File: src/rtl/spi_cmd_pkg.sv
package spi_cmd_pkg;

  // Strobes from control to datapath, one system cycle each
  typedef struct packed {
    logic shiftIn;   // take one data bit (falling serial edge, sync low)
    logic shiftOut;  // advance serial output (rising serial edge, sync low)
    logic capture;   // frame accepted: latch word
    logic loadRb;    // load readback value (sync idle)
  } strobeT;

endpackage

File: src/rtl/spi_cmd_sync.sv
module spi_cmd_sync #(
  parameter int WIDTH = 1,
  parameter int STAGES = 2,
  parameter logic [WIDTH-1:0] RST_VAL = '0
) (
  input  logic             clk,
  input  logic             rstN,
  input  logic [WIDTH-1:0] d,
  output logic [WIDTH-1:0] q
);

  logic [STAGES-1:0][WIDTH-1:0] stg;

  always_ff @(posedge clk or negedge rstN) begin
    if (!rstN) stg[0] <= RST_VAL;
    else       stg[0] <= d;
  end

  for (genvar i = 1; i < STAGES; i++) begin : g_stage
    always_ff @(posedge clk or negedge rstN) begin
      if (!rstN) stg[i] <= RST_VAL;
      else       stg[i] <= stg[i-1];
    end
  end

  assign q = stg[STAGES-1];

endmodule

File: src/rtl/spi_cmd_ctrl.sv
module spi_cmd_ctrl
  import spi_cmd_pkg::*;
#(
  parameter int FRAME_W = 16,
  parameter int SYNC_STAGES = 2,
  parameter logic [FRAME_W-1:0] PARK_WORD = 16'h8001,
  parameter logic [FRAME_W-1:0] NOP_WORD = '0
) (
  input  logic               clk,
  input  logic               rstN,
  input  logic               sclkIn,
  input  logic               syncNIn,
  input  logic               dinIn,
  input  logic               rbLoad,
  input  logic [FRAME_W-1:0] shiftWord,
  output strobeT             str,
  output logic               dinBit,
  output logic               frameValid,
  output logic               sdoEnable
);

  localparam int CNT_W = $clog2(FRAME_W);
  localparam logic [CNT_W-1:0] LAST_BIT = CNT_W'(FRAME_W - 1);

  logic sclkS, syncNS, dinS;
  logic sclkP, syncP;
  logic [CNT_W-1:0] bitCnt;
  logic fullFrame;
  logic armed, parked;
  logic active, sclkRise, sclkFall, syncRise;

  spi_cmd_sync #(.WIDTH(3), .STAGES(SYNC_STAGES), .RST_VAL(3'b010)) u_sync (
    .clk (clk),
    .rstN(rstN),
    .d   ({sclkIn, syncNIn, dinIn}),
    .q   ({sclkS, syncNS, dinS})
  );

  always_ff @(posedge clk or negedge rstN) begin
    if (!rstN) begin
      sclkP <= 1'b0;
      syncP <= 1'b1;
    end else begin
      sclkP <= sclkS;
      syncP <= syncNS;
    end
  end

  assign active   = ~syncNS;
  assign sclkRise = sclkS & ~sclkP;
  assign sclkFall = ~sclkS & sclkP;
  assign syncRise = syncNS & ~syncP;
  assign dinBit   = dinS;

  always_comb begin
    str.shiftIn  = sclkFall & active;
    str.shiftOut = sclkRise & active;
    str.capture  = syncRise & fullFrame & (bitCnt == '0);
    str.loadRb   = rbLoad & syncNS & syncP;
  end

  // Bit counter in whole frames; cleared while sync is idle
  always_ff @(posedge clk or negedge rstN) begin
    if (!rstN) begin
      bitCnt    <= '0;
      fullFrame <= 1'b0;
    end else if (!active) begin
      bitCnt    <= '0;
      fullFrame <= 1'b0;
    end else if (str.shiftIn) begin
      if (bitCnt == LAST_BIT) begin
        bitCnt    <= '0;
        fullFrame <= 1'b1;
      end else begin
        bitCnt <= bitCnt + 1'b1;
      end
    end
  end

  // Park sequence: PARK_WORD then NOP_WORD releases the output
  always_ff @(posedge clk or negedge rstN) begin
    if (!rstN) begin
      frameValid <= 1'b0;
      armed      <= 1'b0;
      parked     <= 1'b0;
    end else begin
      frameValid <= str.capture;
      if (str.capture) begin
        if (shiftWord == PARK_WORD) begin
          armed  <= 1'b1;
          parked <= 1'b0;
        end else if (shiftWord == NOP_WORD && armed) begin
          armed  <= 1'b0;
          parked <= 1'b1;
        end else begin
          armed <= 1'b0;
          if (shiftWord != NOP_WORD) parked <= 1'b0;
        end
      end
    end
  end

  assign sdoEnable = ~parked;

endmodule

File: src/rtl/spi_cmd_dpath.sv
module spi_cmd_dpath
  import spi_cmd_pkg::*;
#(
  parameter int FRAME_W = 16,
  parameter int DATA_W = 10
) (
  input  logic               clk,
  input  logic               rstN,
  input  strobeT             str,
  input  logic               dinBit,
  input  logic [DATA_W-1:0]  rbData,
  output logic [FRAME_W-1:0] shiftWord,
  output logic [FRAME_W-1:0] frameWord,
  output logic               sdoBit
);

  logic [FRAME_W-1:0] shiftReg;

  always_ff @(posedge clk or negedge rstN) begin
    if (!rstN) begin
      shiftReg <= '0;
    end else if (str.loadRb) begin
      shiftReg <= FRAME_W'(rbData);
    end else if (str.shiftIn) begin
      shiftReg <= {shiftReg[FRAME_W-2:0], dinBit};
    end
  end

  always_ff @(posedge clk or negedge rstN) begin
    if (!rstN) begin
      sdoBit    <= 1'b1;
      frameWord <= '0;
    end else begin
      if (str.shiftOut) sdoBit <= shiftReg[FRAME_W-1];
      if (str.capture)  frameWord <= shiftReg;
    end
  end

  assign shiftWord = shiftReg;

endmodule

File: src/rtl/spi_cmd_front.sv
module spi_cmd_front
  import spi_cmd_pkg::*;
#(
  parameter int FRAME_W = 16,
  parameter int DATA_W = 10,
  parameter int SYNC_STAGES = 2
) (
  input  logic               clk,
  input  logic               rstN,
  input  logic               sclkIn,
  input  logic               syncNIn,
  input  logic               dinIn,
  input  logic               rbLoad,
  input  logic [DATA_W-1:0]  rbData,
  output logic               frameValid,
  output logic [FRAME_W-1:0] frameWord,
  output logic               sdoEnable,
  output logic               sdoPullLow
);

  strobeT str;
  logic dinBit;
  logic sdoBit;
  logic [FRAME_W-1:0] shiftWord;

  spi_cmd_ctrl #(.FRAME_W(FRAME_W), .SYNC_STAGES(SYNC_STAGES)) u_ctrl (
    .clk       (clk),
    .rstN      (rstN),
    .sclkIn    (sclkIn),
    .syncNIn   (syncNIn),
    .dinIn     (dinIn),
    .rbLoad    (rbLoad),
    .shiftWord (shiftWord),
    .str       (str),
    .dinBit    (dinBit),
    .frameValid(frameValid),
    .sdoEnable (sdoEnable)
  );

  spi_cmd_dpath #(.FRAME_W(FRAME_W), .DATA_W(DATA_W)) u_dpath (
    .clk      (clk),
    .rstN     (rstN),
    .str      (str),
    .dinBit   (dinBit),
    .rbData   (rbData),
    .shiftWord(shiftWord),
    .frameWord(frameWord),
    .sdoBit   (sdoBit)
  );

  assign sdoPullLow = sdoEnable & ~sdoBit;

endmodule

File: config.mk
export PLATFORM = sky130hd
export DESIGN_NAME = spi_cmd_front
export DESIGN_NICKNAME = d
export VERILOG_FILES = /design/src/rtl/spi_cmd_pkg.sv /design/src/rtl/spi_cmd_sync.sv /design/src/rtl/spi_cmd_ctrl.sv /design/src/rtl/spi_cmd_dpath.sv /design/src/rtl/spi_cmd_front.sv
export SDC_FILE = /design/constraint.sdc
export NUM_CORES = 1
export LEC_CHECK = 0
export CAP_MARGIN = 20
export CELL_PAD_IN_SITES_DETAIL_PLACEMENT = 0
export CELL_PAD_IN_SITES_GLOBAL_PLACEMENT = 1
export CORE_ASPECT_RATIO = 0.5
export CORE_MARGIN = 3
export CORE_UTILIZATION = 42
export CTS_CLUSTER_SIZE = 16
export DETAILED_ROUTE_END_ITERATION = 12
export PLACE_DENSITY = 0.8
export SLEW_MARGIN = 20
export SYNTH_ARGS = -nofsm -noshare
export SYNTH_HDL_FRONTEND = slang
export SYNTH_SLANG_ARGS = --single-unit
File: constraint.sdc
create_clock -name clk -period 1.7 [get_ports clk]
set_input_delay 0.17 -clock clk [delete_from_list [all_inputs] [get_ports clk]]
set_output_delay 0.17 -clock clk [all_outputs]
set_load 0.05 [all_outputs]
# Yosys cells after proc, flatten, opt, wreduce, memory -nomap -nowiden
# Index checks and enable logic that the tools add are counted.
dict set report totals {
  out_inout_bits 19
  latchBits 0
  mem_bits_ro 0
  elab_cells 53
  register_bits 49
  memories 0
  mem_bits_rw 0
  in_bits 16
}
dict set report classes {
  n_mux 12
  shifts 0
  n_addsub 1
  multipliers 0
  n_reduce_logical 10
  n_lt_le_gt_ge 0
  n_div 0
  eq_ne 2
  n_bitwise 16
}
# op n
set op_table {}
lappend op_table {{two-way mux 16 bit} 2}
lappend op_table {{equality test 16 bit (second input constant)} 1}
lappend op_table {{zero test 16 bit} 1}
lappend op_table {{nonzero test 16 bit} 1}
lappend op_table {{two-way mux 4 bit} 3}
lappend op_table {{bitwise AND 1 bit} 10}
lappend op_table {{two-way mux 1 bit} 7}
lappend op_table {{inverter 1 bit} 6}
lappend op_table {{nonzero test 2 bit} 3}
lappend op_table {{adder 4 x 1 -> 4 bit (second input constant)} 1}
lappend op_table {{equality test 4 bit (second input constant)} 1}
lappend op_table {{zero test 4 bit} 1}
lappend op_table {{AND reduction 2 bit} 2}
lappend op_table {{nonzero test 3 bit} 1}
lappend op_table {{logical AND 1 bit} 1}

# Logic depth before layout (Yosys ltp)
# Gate-level depths: netlist of run 1.
dict set report logic_depth {
  ltp_word 5
  depth_mapped 7
  mapped_depth_nobuf 6
}

# Cells and area by module
# Synthesis of run 1 repeated with hierarchy kept, for this count alone.
dict set report unflattened {
  cells_unflattened 160
  hier_area_um2 2110.8
}
# module area_each_um2 instances cells_per_inst
set modules_own_cells {}
lappend modules_own_cells {spi_cmd_dpath 1408.9 1 99}
lappend modules_own_cells {spi_cmd_ctrl 513.0 1 51}
lappend modules_own_cells {spi_cmd_sync 175.2 1 9}
lappend modules_own_cells {spi_cmd_front 13.8 1 1}

# Worst setup path after synthesis of run 1
# Ideal clock, no wire load.
dict set report synth_timing {
  path_kind {register to register}
  startpoint {register u_ctrl.bitCnt[0]}
  endpoint {register u_dpath.frameWord[10]}
  n_path_buf 1
  setup_slack_ns 0.142
  synth_period_minus_slack_ns 1.558
  t_arrival_ns 1.433
  setup_ns 0.125
  path_stages_with_launch 7
  path_cell_list {dfrtp_1 -> inv_1 -> ha_1 -> nor2b_1 -> nand3_4 -> buf_6 -> mux2_4}
}
dict set report synth_via {
  elab_chain_cells 2
}
# item line
set synth_rtl {}
lappend synth_rtl {{start: declaration} spi_cmd_ctrl.sv:27} ;# logic [CNT_W-1:0] bitCnt;
lappend synth_rtl {{start signal: assignment} spi_cmd_ctrl.sv:75} ;# bitCnt <= bitCnt + 1'b1;
lappend synth_rtl {{zero test 4 bit} spi_cmd_ctrl.sv:58} ;# str.capture = syncRise & fullFrame & (bitCnt == '0);
lappend synth_rtl {{bitwise AND 1 bit} spi_cmd_ctrl.sv:58}
lappend synth_rtl {{end signal: assignment} spi_cmd_dpath.sv:35} ;# if (str.capture) frameWord <= shiftReg;
lappend synth_rtl {{end: declaration} spi_cmd_dpath.sv:13} ;# output logic [FRAME_W-1:0] frameWord,
# Every way passes these cells.
# A chain may end at the register's enable or synchronous reset.

# Worst setup path in the final report of run 1
dict set report layout_timing {
  startpoint {register u_dpath.frameWord[7]}
  endpoint {output port frameWord[7]}
}
# item line
set layout_rtl {}
lappend layout_rtl {{end: declaration} spi_cmd_front.sv:16} ;# output logic [FRAME_W-1:0] frameWord,
# No word-level cell between the ends.

==> metrics.csv, run 1 <==
metric;value;unit
status;completed;
clock skew;0.00923;ns
synth top area cells;dfrtp_1, a22o_1, mux2_4;
Worst EP arrival;1.47;ns
number of routed nets with antenna violations;0;
WL final;3720;um
DR vias/cell;5.04;
worst min-delay path class;primary input to register;
Buf/Inv on CP;1;
EDFF count, synth;0;
cells after synthesis;141;
Distinct cells, synth;34;
Yosys warning total;0;
fin crit period;1.64;ns
VDD IR-drop max;357;uV
sequential power share;58.8;%
total power;2.24;mW
clock buffer depth;2;
Non-Filler Instances;256;
family with the most delay on the worst path;buffers and inverters;
# rows;17;
vias in the first global route;1313;
port bufs;34;
Post-synth ARST share;100;%
beginning of the critical path;u_dpath.frameWord[7];
die area;5740;um2
CP Launch Type;register;
global-route wire length before repair;6210;um
Fin Setup TNS;0;ns
H-tree depth;2;
DP HPWL;2610;um
Synth top area share;55.6;%
FF+latch count, synth;49;
total CTS buffers;5;
Max-slew headroom;66.6;%
P_int;1.65;mW
Layout area overhead;28.4;%
Setup CP Type;register to primary output;
Placer Congestion;0.729;
Final period util;96.7;%
layout cells sized above 1;27.4;%
Slew @ Worst Pin;0.501;ns
register clock-pin slew on the reported worst setup and hold paths;0.10;ns
Crit-path slowest cell;clkdlybuf4s50_1;
TritonCTS Sinks;49;
CTS tree;done;
GR Overflow Total;0;
Crit. End Element;primary output;
initial antenna violation count;0;
Clock Power Share;31.7;%
critical path peak fanout;2;
Slew Viols, Final;0;
switch share;26.2;%
Post-Syn Area;2030;um2
switching power;586;uW
Max Fclk;0.608;GHz
Die W;104;um
first-pass iteration count of the detailed router;4;
Yosys top cell by area;dfrtp_1;
Post-route DRC;0;
multi-input logic area;722;um2
Core Region;4530;um2
critical path data required time;1.53;ns
DRT iter0 DRCs;44;
clock latency on the worst-skew pair;0.31;ns
ant diodes;0;
Root Buffer;clkbuf_8;
max_cap viols;0;
Hold Vio Cnt, Final;0;
# nets final;207;
endpoints failing setup;0;
Total GRT Usage;14.0;%
crit-path max cell delay;0.80;ns
Initial Util;44.7;%
largest net degree at the start of global routing;50;
Top FF cell, synth;dfrtp_1;
Die Ht;55.1;um
IO Pins;35;
register area;1230;um2
Mean Syn Cell Area;14.4;um2
critical-path cell list;clkdlybuf4s50_1;
Logic pwr share;9.6;%
leakage dissipation;1.34;nW
Layout fillers;381;
RR Startpoint;u_ctrl.bitCnt[0];
via count;1289;
hold path start;syncNIn;
register area share after synthesis;60.8;%
syn_nets;159;
Wirelength per Cell;14.5;um
Placed Cells incl. Taps;244;
RSZ-0062 raised after global routing;false;
pwr/cell area;861;nW/um2
[power by group through the flow]
stage / Clock (mW) / Sequential [mW] / Combinational, mW
after global placement: 0 / 1.34 / 0.204
after CTS: 0.737 / 1.32 / 0.212
after detailed placement: 0 / 1.34 / 0.210
after floorplan: 0 / 1.31 / 0.125
final: 0.710 / 1.32 / 0.214
after global routing: 0.771 / 1.33 / 0.238
[per-layer routing]
layer	GRT usage [%]	vias to the layer above	wire, um
met3	4.06	3	143
met5	0	-	0
met1	17.2	649	1760
met2	24.0	24	1790
li1	-	613	-
met4	6.40	0	27
[sequential cells by signal (all words and copies together), names as in the netlist]
signal and flops:
u_dpath.frameWord 16, u_dpath.shiftWord 16, u_ctrl.bitCnt 4, u_ctrl.u_sync.q 3, u_ctrl.u_sync.stg 3, u_ctrl.armed 1, u_ctrl.frameValid 1, u_ctrl.fullFrame 1
u_ctrl.parked 1, u_ctrl.sclkP 1, u_ctrl.syncP 1, u_dpath.sdoBit 1
[final timing paths]
path | slack, ns | to | cells past startpoint
max in group asynchronous | 1.05 | u_ctrl.u_sync.stg[1] | 3
min in group asynchronous | 0.36 | u_dpath.shiftWord[4] | 3
min reg2reg | 0.36 | u_ctrl.u_sync.q[1] | 0
max reg2reg | 0.11 | u_dpath.frameWord[15] | 6
max | 0.06 | frameWord[7] | 1
min | 0.27 | u_ctrl.u_sync.stg[1] | 1
[synth_stat cells (2+ instances only)]
| cell | number |
|---|---|
| mux2_4 | 9 |
| nor2_1 | 4 |
| mux2i_1 | 2 |
| mux2_2 | 4 |
| dfstp_2 | 4 |
| mux2_1 | 4 |
| and3_1 | 2 |
| ha_1 | 2 |
| dfrtp_1 | 45 |
| nand4_1 | 2 |
| nor2b_1 | 2 |
| buf_6 | 4 |
| inv_1 | 5 |
| a21oi_1 | 4 |
| nor4_1 | 4 |
| a21o_1 | 10 |
| nand3b_1 | 2 |
| a22o_1 | 16 |
[through the flow]
stage | worst slack (ns) | util, % | instance area (um2) | hold slack, ns
2_1_floorplan | 0.142 | - | 2030 | -0.126
3_3_place_gp | 0.117 | 54.4 | 2470 | 0.172
3_5_place_dp | 0.0602 | 54.4 | 2470 | 0.175
4_1_cts | 0.0416 | 56.7 | 2570 | 0.253
5_1_grt | 0.0163 | 57.4 | 2600 | 0.255
6_report | 0.0559 | 57.4 | 2600 | 0.266
[area by class of cell]
type / count / area share (%)
clock inverters: 3 / 0.962
well taps: 66 / 3.18
flip-flops and latches: 49 / 47.4
repair buffers: 46 / 17.2
inverters: 6 / 0.866
clock buffers: 5 / 2.65
multi-input cells: 81 / 27.8
[repair_timing]
action / 4_1_cts / 5_1_grt
buffers inserted: 0 / 3
setup endpoints to repair: 0 / 19
hold buffers: 1 / 0
resized for setup: 0 / 3
hold endpoints to repair: 45 / 0
[logic make-up (layout without fill, tap and decap cells)]
group | Yosys count | in the layout | synth area share (%)
AOI/OAI and AO/OA | 33 | 33 | 12.6
muxes | 19 | 19 | 12.1
buffers and inverters | 11 | 60 | 3.58
xor gates and xnor gates | 1 | 1 | 0.432
DFF | 49 | 49 | 60.8
and+or+nand+nor | 26 | 26 | 9.26
adders and majority gates | 2 | 2 | 1.24
[cells in the final DEF, fill, tap and decap left out, drive strengths merged, types with 2 or more instances in the layout]
cell           instances
clkdlybuf4s50         20
a21oi                  4
a21o                  10
dfrtp                 45
inv                    7
ha                     2
nor2b                  2
nand4                  2
a22o                  16
mux2                  17
mux2i                  2
nor2                   5
dlymetal6s2s           3
buf                   22
and3                   2
nand3b                 2
dfstp                  4
clkbuf                 5
nor4                   4
No activity file was read; power rests on OpenSTA's default activity.
==> run 2: changes to the inputs <==
--- a/config.mk
+++ b/config.mk
@@ -5,13 +5,11 @@
 export SDC_FILE = /design/constraint.sdc
 export NUM_CORES = 1
 export LEC_CHECK = 0
-export CAP_MARGIN = 20
 export CELL_PAD_IN_SITES_DETAIL_PLACEMENT = 0
 export CELL_PAD_IN_SITES_GLOBAL_PLACEMENT = 1
 export CORE_ASPECT_RATIO = 0.5
 export CORE_MARGIN = 3
 export CORE_UTILIZATION = 42
-export CTS_CLUSTER_SIZE = 16
 export DETAILED_ROUTE_END_ITERATION = 12
 export PLACE_DENSITY = 0.8
 export SLEW_MARGIN = 20
==> results of run 2 <==
The final DEF is identical to that of run 1; final timing and power are the same.
==> run 3: changes to the inputs <==
--- a/config.mk
+++ b/config.mk
@@ -15,4 +15,5 @@
 export SLEW_MARGIN = 20
 export SYNTH_ARGS = -nofsm -noshare
 export SYNTH_HDL_FRONTEND = slang
+export SYNTH_HIERARCHICAL = 1
 export SYNTH_SLANG_ARGS = --single-unit
==> metrics.csv, run 3 <==
metric;value;unit
Met3 Wirelength;135;um
met1 wire length;2000;um
VDD IR-drop max;555;uV
Core Util, Final;59.3;%
endpoints failing setup;4;
H-tree depth;2;
Layout area overhead;29.6;%
Slew @ Worst Pin;0.563;ns
Top FF cell, synth;dfrtp_1;
clock skew;0.00702;ns
Worst EP arrival;1.89;ns
status;complete, but fails checks;
IO Pins;35;
cells after synthesis;160;
critical-path cell list;inv_2 -> ha_4 -> nand4bb_4 -> nor3_4 -> buf_6 -> clkbuf_16 -> mux2_4;
Distinct cells, synth;34;
leading cell type in the layout, fill and taps excluded;dfrtp_1;
clock buffer depth;2;
syn_nets;178;
met2 WL;1950;um
largest net degree at the start of global routing;27;
Hold Vio Cnt, Final;0;
Die Ht;56.1;um
crit-path max cell delay;0.41;ns
number of routed nets with antenna violations;0;
Die W;106;um
leakage dissipation;1.22;nW
cell area after layout;2740;um2
port bufs;34;
CP Launch Type;register;
max_cap viols;0;
Fin Setup TNS;-0.0185;ns
fin crit period;1.71;ns
DP HPWL;2800;um
Total GRT Usage;14.5;%
DR vias/cell;4.96;
Mean Syn Cell Area;13.2;um2
via count;1348;
register area share after synthesis;58.3;%
die area;5960;um2
# rows;17;
most frequent cells in the layout;dfrtp_1, clkdlybuf4s50_1, mux2i_1;
TritonCTS Sinks;49;
GR Overflow Total;0;
register clock-pin slew on the reported worst setup and hold paths;0.09;ns
Crit-path slowest cell;dfrtp_1;
Final Hold Slack;0.268;ns
global-route wire length before repair;6790;um
Crit. End Element;register;
Setup CP Type;register to register;
Wirelength per Cell;15.2;um
Yosys warning total;6;
Max Fclk;0.585;GHz
Post-route DRC;0;
clock latency on the worst-skew pair;0.30;ns
Root Buffer;clkbuf_8;
critical path peak fanout;5;
Placer Congestion;0.710;
Final period util;100;%
Post-Syn Area;2110;um2
Synth top area share;53.3;%
family with the most delay on the worst path;buffers and inverters;
first-pass iteration count of the detailed router;4;
Setup WS post-layout;-0.00841;ns
Buf/Inv on CP;3;
Post-synth ARST share;100;%
worst min-delay path class;primary input to register;
critical path data required time;1.88;ns
top-count cell post-synth;dfrtp_1;
top cells by count, synth;dfrtp_1, mux2i_1, nand2_1;
WL final;4140;um
layout cells sized above 1;29.1;%
Yosys top cell by area;dfrtp_1;
Core Region;4620;um2
FF+latch count, synth;49;
Initial Util;45.7;%
DRT iter0 DRCs;21;
vias in the first global route;1371;
failing checks;setup timing;
Max-slew headroom;62.1;%
EDFF count, synth;0;
total CTS buffers;5;
# nets final;223;
initial antenna violation count;0;
Slew Viols, Final;0;
max layer used;met4;
Placed Cells incl. Taps;257;
pwr/cell area;857;nW/um2
CTS tree;done;
ant diodes;0;
area post-placement;2510;um2
Non-Filler Instances;272;
synth top area cells;dfrtp_1, mux2i_1, mux2_4;
## run 3: changes by cell type in the layout (fill, tap and decap cells not counted), sizes merged, moves of 3 or more
cell           before  now
clkbuf              5    8
a22o               16    0
dlymetal6s2s        3    0
o21ai               1   11
a21o               10    0
nand2               1   11
mux2i               2   18
nor2                5   10
clkdlybuf4s50      20   24
## run 3: per-layer routing
metal / GRT usage [%] / vias up
li1: - / 641
met1: 20.5 / 681
met2: 21.2 / 20
met3: 4.17 / 6
met4: 4.98 / 0
met5: 0 / -
## run 3: worst reg2reg max path, delay by kind of cell (launching register included)
family        cells  cell delay [ns]
flops             1             0.41
simple gates      2             0.34
mux               1             0.30
fa+ha+maj         1             0.14
buf+inv           3             0.41
## run 3: final timing paths
path / startpoint / endpoint / slack, ns / cells after the start
worst min register to register: u_ctrl/u_sync/stg[2] / u_ctrl/u_sync/q[2] / 0.35 / 0
min in group asynchronous: rstN / u_dpath/frameWord[0] / 0.33 / 2
worst min-delay path: syncNIn / u_ctrl/u_sync/stg[1] / 0.27 / 1
max in group asynchronous: rstN / u_ctrl/u_sync/q[1] / 0.83 / 3
worst max register to register: u_ctrl/bitCnt[0] / u_dpath/frameWord[4] / -0.008 / 7
worst max-delay path: u_ctrl/bitCnt[0] / u_dpath/frameWord[4] / -0.008 / 7
## run 3: final cells by class
type                       count  area, um2
multi-input combinational     94        792
inverter                       6       22.5
fill                         375       1880
timing repair buffer          49        507
sequential                    49       1230
clock buffer                   7       96.3
tap                           66       82.6
clock inverter                 1       5.00
## run 3: repair_timing
item                                   in CTS  in global routing
buffers inserted                            1                  3
endpoints found under the hold margin      15                  0
hold buffers                                1                  0
cloned                                      1                  1
pin swaps                                   1                  2
setup endpoints to repair                   6                 16
resized for setup                           1                  6
## run 3: cell families after synthesis
family / share of synthesized area [%]
adders and majority gates: 1.19
buffers and inverters: 6.22
muxes: 19.4
DFF: 58.3
xor gates and xnor gates: 0.415
AOI/OAI and AO/OA: 4.56
and+or+nand+nor: 9.90
## run 3: report_power, final
| group | internal (mW) | switching (mW) |
|---|---|---|
| combinational | 0.129 | 0.125 |
| clock | 0.368 | 0.374 |
| sequential | 1.25 | 0.0954 |
## run 3: stage by stage
stage               setup slack [ns]  power [mW]
floorplan                    -0.0273        1.49
global placement              0.0562        1.60
detailed placement          -0.00664        1.61
CTS                          0.00951        2.34
global route                 -0.0687        2.45
finish                      -0.00841        2.34
